$ cat src/rtl/mdmc_pkg.sv
package mdmc_pkg;
  localparam int REG_W  = 8;
  localparam int IMPL_W = 5;
  localparam int LINES  = 4;

  // bit order is behaviour: software-visible positions
  typedef struct packed {
    logic loop;     // bit 4
    logic irq_en;   // bit 3
    logic aux_a;    // bit 2
    logic send_req; // bit 1
    logic term_rdy; // bit 0
  } ctl_t;

  // status line index: 0 clear, 1 set_ready, 2 ring, 3 carrier
  typedef logic [LINES-1:0] sts_vec_t;

  function automatic ctl_t ctl_from_byte(input logic [IMPL_W-1:0] b);
    return ctl_t'(b);
  endfunction

  function automatic logic [REG_W-1:0] ctl_to_byte(input ctl_t c);
    return {{(REG_W-IMPL_W){1'b0}}, c};
  endfunction

  // pin level for an active-low handshake output
  function automatic logic pin_level(input logic bit_v, input logic lb);
    return lb ? 1'b1 : ~bit_v;
  endfunction

  // control bits as seen on the status lines during loopback
  function automatic sts_vec_t lb_source(input ctl_t c);
    return {c.irq_en, c.aux_a, c.term_rdy, c.send_req};
  endfunction
endpackage

$ cat src/rtl/mdmc_reg.sv
module mdmc_reg
  import mdmc_pkg::*;
(
  input  logic             clk,
  input  logic             rst_n,
  input  logic             wr_en,
  input  logic [REG_W-1:0] wr_data,
  output ctl_t             ctl,
  output logic [REG_W-1:0] rd_data
);
  logic unused_hi;
  assign unused_hi = ^wr_data[REG_W-1:IMPL_W];

  always_ff @(posedge clk or negedge rst_n) begin
    if (!rst_n)     ctl <= '0;
    else if (wr_en) ctl <= ctl_from_byte(wr_data[IMPL_W-1:0]);
  end

  assign rd_data = ctl_to_byte(ctl);
endmodule

$ cat src/rtl/mdmc_pins.sv
module mdmc_pins
  import mdmc_pkg::*;
(
  input  ctl_t ctl,
  input  logic ser_tx_in,
  input  logic rxd_pin,
  input  logic irq_req,
  output logic txd_pin,
  output logic ser_rx_out,
  output logic dte_ready_n,
  output logic send_req_n,
  output logic irq_pad,
  output logic irq_pad_oe
);
  logic lb_active;
  assign lb_active   = ctl.loop;
  assign txd_pin     = lb_active ? 1'b1 : ser_tx_in;
  assign ser_rx_out  = lb_active ? ser_tx_in : rxd_pin;
  assign dte_ready_n = pin_level(ctl.term_rdy, lb_active);
  assign send_req_n  = pin_level(ctl.send_req, lb_active);
  assign irq_pad_oe  = ctl.irq_en;
  assign irq_pad     = ctl.irq_en & irq_req;
endmodule

$ cat src/rtl/mdmc_sts.sv
module mdmc_sts
  import mdmc_pkg::*;
(
  input  ctl_t     ctl,
  input  sts_vec_t ext_n,
  output sts_vec_t sts
);
  sts_vec_t lb_vec;
  assign lb_vec = lb_source(ctl);

  for (genvar i = 0; i < LINES; i++) begin : g_line
    assign sts[i] = ctl.loop ? lb_vec[i] : ~ext_n[i];
  end
endmodule

$ cat src/rtl/modem_ctl_loop.sv
module modem_ctl_loop
  import mdmc_pkg::*;
(
  input  logic       clk,
  input  logic       rst_n,
  input  logic       wr_en,
  input  logic [7:0] wr_data,
  output logic [7:0] rd_data,
  input  logic       ser_tx_in,
  output logic       ser_rx_out,
  output logic       txd_pin,
  input  logic       rxd_pin,
  output logic       dte_ready_n,
  output logic       send_req_n,
  input  logic       clear_n,
  input  logic       set_ready_n,
  input  logic       ring_n,
  input  logic       carrier_n,
  output logic       st_clear,
  output logic       st_set_ready,
  output logic       st_ring,
  output logic       st_carrier,
  input  logic       irq_req,
  output logic       irq_pad,
  output logic       irq_pad_oe
);
  ctl_t     ctl;
  sts_vec_t sts;
  sts_vec_t ext_n;

  assign ext_n = {carrier_n, ring_n, set_ready_n, clear_n};

  mdmc_reg u_reg (
    .clk(clk), .rst_n(rst_n), .wr_en(wr_en), .wr_data(wr_data),
    .ctl(ctl), .rd_data(rd_data)
  );

  mdmc_pins u_pins (
    .ctl(ctl), .ser_tx_in(ser_tx_in), .rxd_pin(rxd_pin), .irq_req(irq_req),
    .txd_pin(txd_pin), .ser_rx_out(ser_rx_out), .dte_ready_n(dte_ready_n),
    .send_req_n(send_req_n), .irq_pad(irq_pad), .irq_pad_oe(irq_pad_oe)
  );

  mdmc_sts u_sts (.ctl(ctl), .ext_n(ext_n), .sts(sts));

  assign st_clear     = sts[0];
  assign st_set_ready = sts[1];
  assign st_ring      = sts[2];
  assign st_carrier   = sts[3];
endmodule

$ cat config.mk
export PLATFORM = sky130hd
export DESIGN_NAME = modem_ctl_loop
export DESIGN_NICKNAME = d
export VERILOG_FILES = /design/src/rtl/mdmc_pkg.sv /design/src/rtl/mdmc_reg.sv /design/src/rtl/mdmc_pins.sv /design/src/rtl/mdmc_sts.sv /design/src/rtl/modem_ctl_loop.sv
export SDC_FILE = /design/constraint.sdc
export NUM_CORES = 1
export LEC_CHECK = 0
export ABC_AREA = 0
export BUFFER_PORTS_ARGS = -buffer_cell sky130_fd_sc_hd__buf_2
export CAP_MARGIN = 20
export CORE_AREA = 5 5 42 44
export CTS_BUF_LIST = sky130_fd_sc_hd__clkbuf_8
export DETAILED_ROUTE_END_ITERATION = 10
export DIE_AREA = 0 0 47 49
export GPL_TIMING_DRIVEN = 1
export HOLD_SLACK_MARGIN = 0.06
export PLACE_DENSITY_LB_ADDON = 0.25
export SYNTH_ARGS = -nofsm -noshare
export SYNTH_HDL_FRONTEND = slang
export SYNTH_SLANG_ARGS = --single-unit
$ cat constraint.sdc
create_clock -name clk -period 0.8 [get_ports clk]
set_input_delay 0.08 -clock clk [delete_from_list [all_inputs] [get_ports clk]]
set_output_delay 0.08 -clock clk [all_outputs]
set_load 0.02 [all_outputs]
## Word level (Yosys, flattened, before mapping)

Cells that the tools add are included.
W data, S select, Z words.

- Flip-flop bits (word level): 5
- Bits of input ports: 18

- Multiplexer cells: 8
- Bitwise logic cells: 7

Operators with widths:

| kind | count |
|---|---|
| $mux W1 | 8 |
| $not A1 Y1 | 6 |
| $and A1 B1 Y1 | 1 |

## Depth between registers and ports, before layout

- Depth in word-level cells: 2
- Gate-level depth with buffers: 3

## By module

A second synthesis with hierarchy kept.

- Cells, all modules: 33
- Area total of the unflattened synthesis: 327.8 µm²

Modules (own cells, without submodules):

| module | times used | cells an instance | area each (µm²) |
|---|---|---|---|
| mdmc_reg | 1 | 19 | 245.2 |
| mdmc_pins | 1 | 6 | 47.5 |
| mdmc_sts | 1 | 8 | 35.0 |

## Least setup slack after synthesis

OpenSTA, ideal clock, no wires.

- Kind: reg2out
- Start: register u_reg.ctl[4] (netlist name)
- End: output port st_carrier
- Arrival: 1.063 ns
- Setup slack: -0.343 ns
- Cell stages (with the launch flop): 3
- Path buffers: 1
- Cells stage by stage: dfrtp_1 -> buf_6 -> mux2i_1

- Longest elaborated chain between the ends: 1

Ends and longest elaborated chain:

| what | line | source |
|---|---|---|
| $mux W1 | mdmc_sts.sv:12 | `assign sts[i] = ctl.loop ? lb_vec[i] : ~ext_n[i];` |
| to (decl) | modem_ctl_loop.sv:22 | `output logic st_carrier,` |

Every way passes these cells.

## Worst setup path in the final report

- Start: register u_reg.ctl[4] (netlist name)
- End: output port ser_rx_out

- Longest elaborated chain between the ends: 1

Ends and longest elaborated chain:

| what | line | source |
|---|---|---|
| $mux W1 | mdmc_pins.sv:18 | `assign ser_rx_out = lb_active ? ser_tx_in : rxd_pin;` |
| to (decl) | modem_ctl_loop.sv:10 | `output logic ser_rx_out,` |

Every way passes these cells.

==> key figures <==
Status
  • Outcome: complete, but fails checks
  • Failing checks: setup timing

Synth
  • Synth Area in Compound Gates: 0.0667
  • Mapped Cells: 30
  • XOR/XNOR Fraction of Synth Area: 0
  • Top cell type's share of synthesized area: 0.417
  • Synth Area in Adders: 0
  • Mux cell area share after synthesis: 0.221
  • Yosys reg bits: 5
  • Largest family of logic cells by synthesized area: multiplexers
  • Largest cells by area after synthesis: dfrtp_1 42%, mux2_1 19%, buf_4 10%
  • Simple logic cell fraction of the synthesized area: 0.133
  • Average size of a mapped cell: 10.0 sq um
  • Count of unique library cells instantiated by Yosys: 13
  • Synth warn: 0
  • Seq/Total Area, Yosys: 0.417
  • Cell taking the most area after synthesis: dfrtp_1
  • Synthesized area: approximately 300 sq um

Worst hold path
  • Worst Hold Class: in2reg
  • Hold Startpoint: wr_data[4]

Setup path
  • Worst Path Arrival: 1140 ps
  • CP endpoint kind: output pin
  • Crit path kind: reg2out
  • Crit-path cells: mux2_4, buf_6
  • Worst Setup SP: u_reg.ctl[4]
  • Crit path max-delay cell type: dfrtp_2
  • Worst reg2reg setup slack: -210 ps
  • Max incr delay on CP: roughly 470 ps
  • Critical path peak fanout: 6
  • Worst reg2reg startpoint: u_reg.ctl[4]
  • CP required: between 700 and 800 ps
  • Startpoint types: flip-flop

Global route
  • Initial antenna violation count: 0
  • Largest net degree at the start of global routing: 7
  • Overflow after GRT: 0
  • Total GRT Usage: 0.0907
  • Vias in the first global route: 336
  • First-pass GRT wire length: 1.46 mm

Timing
  • Min Hold Slack: 92.0 ps
  • Final Hold Viols: 0
  • Minimum clock period: approximately 1200 ps
  • Setup WS post-layout: -419 ps
  • Final setup viols: 19
  • Fmax: between 0.8 and 0.9 GHz
  • Slew Limit Fails: 0
  • Fin crit share: 1.52
  • Skew final: 0 ps
  • RSZ-0062 raised after global routing: true

Clocking
  • Inserted Clock Buffers: 3
  • Worst-path clk slew: 30 ps
  • Sink Count: 5
  • Insertion delay to the later sink of the worst-skew pair: 220 ps
  • CTS tree: yes
  • Clk root buf: clkbuf_8
  • Clk buf depth: 2
  • CTS H-Tree Depth: 1

Finish
  • Final Util: 0.513
  • Layout cells sized above 1: 0.851
  • Largest register FFs: 5
  • Syn-to-layout area delta: 139%
  • Nets: 86
  • Regs by FF count: u_reg.ctl (5)
  • Largest reg by FF count: u_reg.ctl
  • Antenna Diode Count: 0

Die
  • IO Count: 36
  • Initial Util: 0.214
  • Die width: 47 microns
  • Num rows: 14
  • Die Ht: a little under 50 microns
  • Core area: 1400 sq um
  • Full die area: between 2000 and 2500 sq um

Detailed routing
  • Total wire length: 921 microns
  • 1st-iter DRT viols: 0
  • Top Metal Used: met4
  • Drt wl/cell: 11.1 microns
  • Drt drc: 0
  • Via count: 346
  • Met2 WL: 509 microns
  • Wire length on met3: 99 microns
  • Routed met1 length: approximately 310 microns
  • Length of the first detailed-routing pass in iterations: 1
  • Avg Vias per Cell: 4.17
  • Antenna-violating nets left: 0

Run
  • Max-cap violations: 0

Pwr
  • Leak Pwr: 0.369 nW
  • Power Dens Cells: 1840 nW/um^2
  • Worst vdd rail ir drop: 1.31 mV

Placed design
  • HPWL after DPL: between 600 and 700 microns
  • Port-buffer cells: 29
  • Routability cong.: 0.638
-- placed cells by master, fill, tap and decap left out --
cell / synthesis / final
or2_4: 0 / 1
buf_6: 1 / 19
conb_1: 1 / 3
dlygate4sd3_1: 0 / 2
clkbuf_8: 0 / 3
nand2b_4: 0 / 2
buf_4: 4 / 1
mux2i_4: 0 / 1
o21ai_0: 1 / 1
buf_2: 0 / 14
inv_1: 1 / 2
nand2_1: 4 / 1
dfrtp_2: 0 / 4
and2_4: 0 / 1
o21ai_2: 0 / 3
dfrtp_1: 5 / 1
mux2_4: 0 / 5
nand2_2: 0 / 3
-- final timing paths --
path                           endpoint  cells past startpoint
hold / removal             u_reg.ctl[4]                      2
min in group asynchronous  u_reg.ctl[3]                      2
setup reg to reg           u_reg.ctl[4]                      2
hold reg to reg            u_reg.ctl[2]                      1
setup / recovery             ser_rx_out                      2
max in group asynchronous  u_reg.ctl[0]                      2
-- worst max-delay path: cells and delay by family, from the launching register on --
| family | cells | cell delay, ps |
|---|---|---|
| mux | 1 | 320 |
| buf+inv | 1 | 130 |
| flops | 1 | 470 |
-- layout make-up --
type | instances | area, sq um
inverter | 1 | 3.75
sequential | 5 | 130
clock buffer | 3 | 41.3
multi-input combinational | 21 | 208
clock inverter | 1 | 3.75
timing repair buffer | 36 | 312
tap | 16 | 20.0
fill | 136 | 683
-- power breakdown --
group          leakage [nW]  internal, W  total (W)  switching (W)
logic                 0.287     0.000310   0.000538       0.000228
registers            0.0549     0.000284   0.000330      0.0000462
clock network        0.0269     0.000329   0.000454       0.000125
total                 0.369     0.000922    0.00132       0.000399
-- kinds of logic after synthesis --
kind of cell / after synthesis
mux: 6
other cells: 1
flops: 5
simple gates: 8
compound gates: 4
buf+inv: 6
-- per-stage QoR --
stage	total power, W	setup slack [ps]	TNS [ps]	area, sq um	instances
floorplan	0.000569	-158	-1180	357	32
global placement	0.000687	-207	-1500	495	74
detailed placement	0.000689	-227	-1640	495	74
CTS	0.00133	-436	-4370	699	82
global route	0.00140	-463	-4960	718	83
finish	0.00132	-419	-4300	718	83
-- Yosys cell counts --
master    n
dfrtp_1   5
mux2_1    5
buf_4     4
nand2_1   4
o21ai_1   3
nand2b_1  2
and2_1    1
buf_6     1
conb_1    1
inv_1     1
mux2i_1   1
o21ai_0   1
or2_1     1
-- metal layers --
| metal | global-route usage | vias to the layer above |
|---|---|---|
| met3 | 0.0627 | 2 |
| met2 | 0.136 | 19 |
| li1 | - | 164 |
| met4 | 0.0415 | 0 |
| met1 | 0.0942 | 161 |
| met5 | 0 | - |
-- repair_timing --
item / CTS / global route
resized for setup: 38 / 4
hold buffers: 2 / 0
setup buffers: 2 / 1
pin swaps: 4 / 0
setup endpoints to repair: 18 / 19
hold endpoints to repair: 6 / 0
Note: power is estimated with default switching activity, not from simulation.
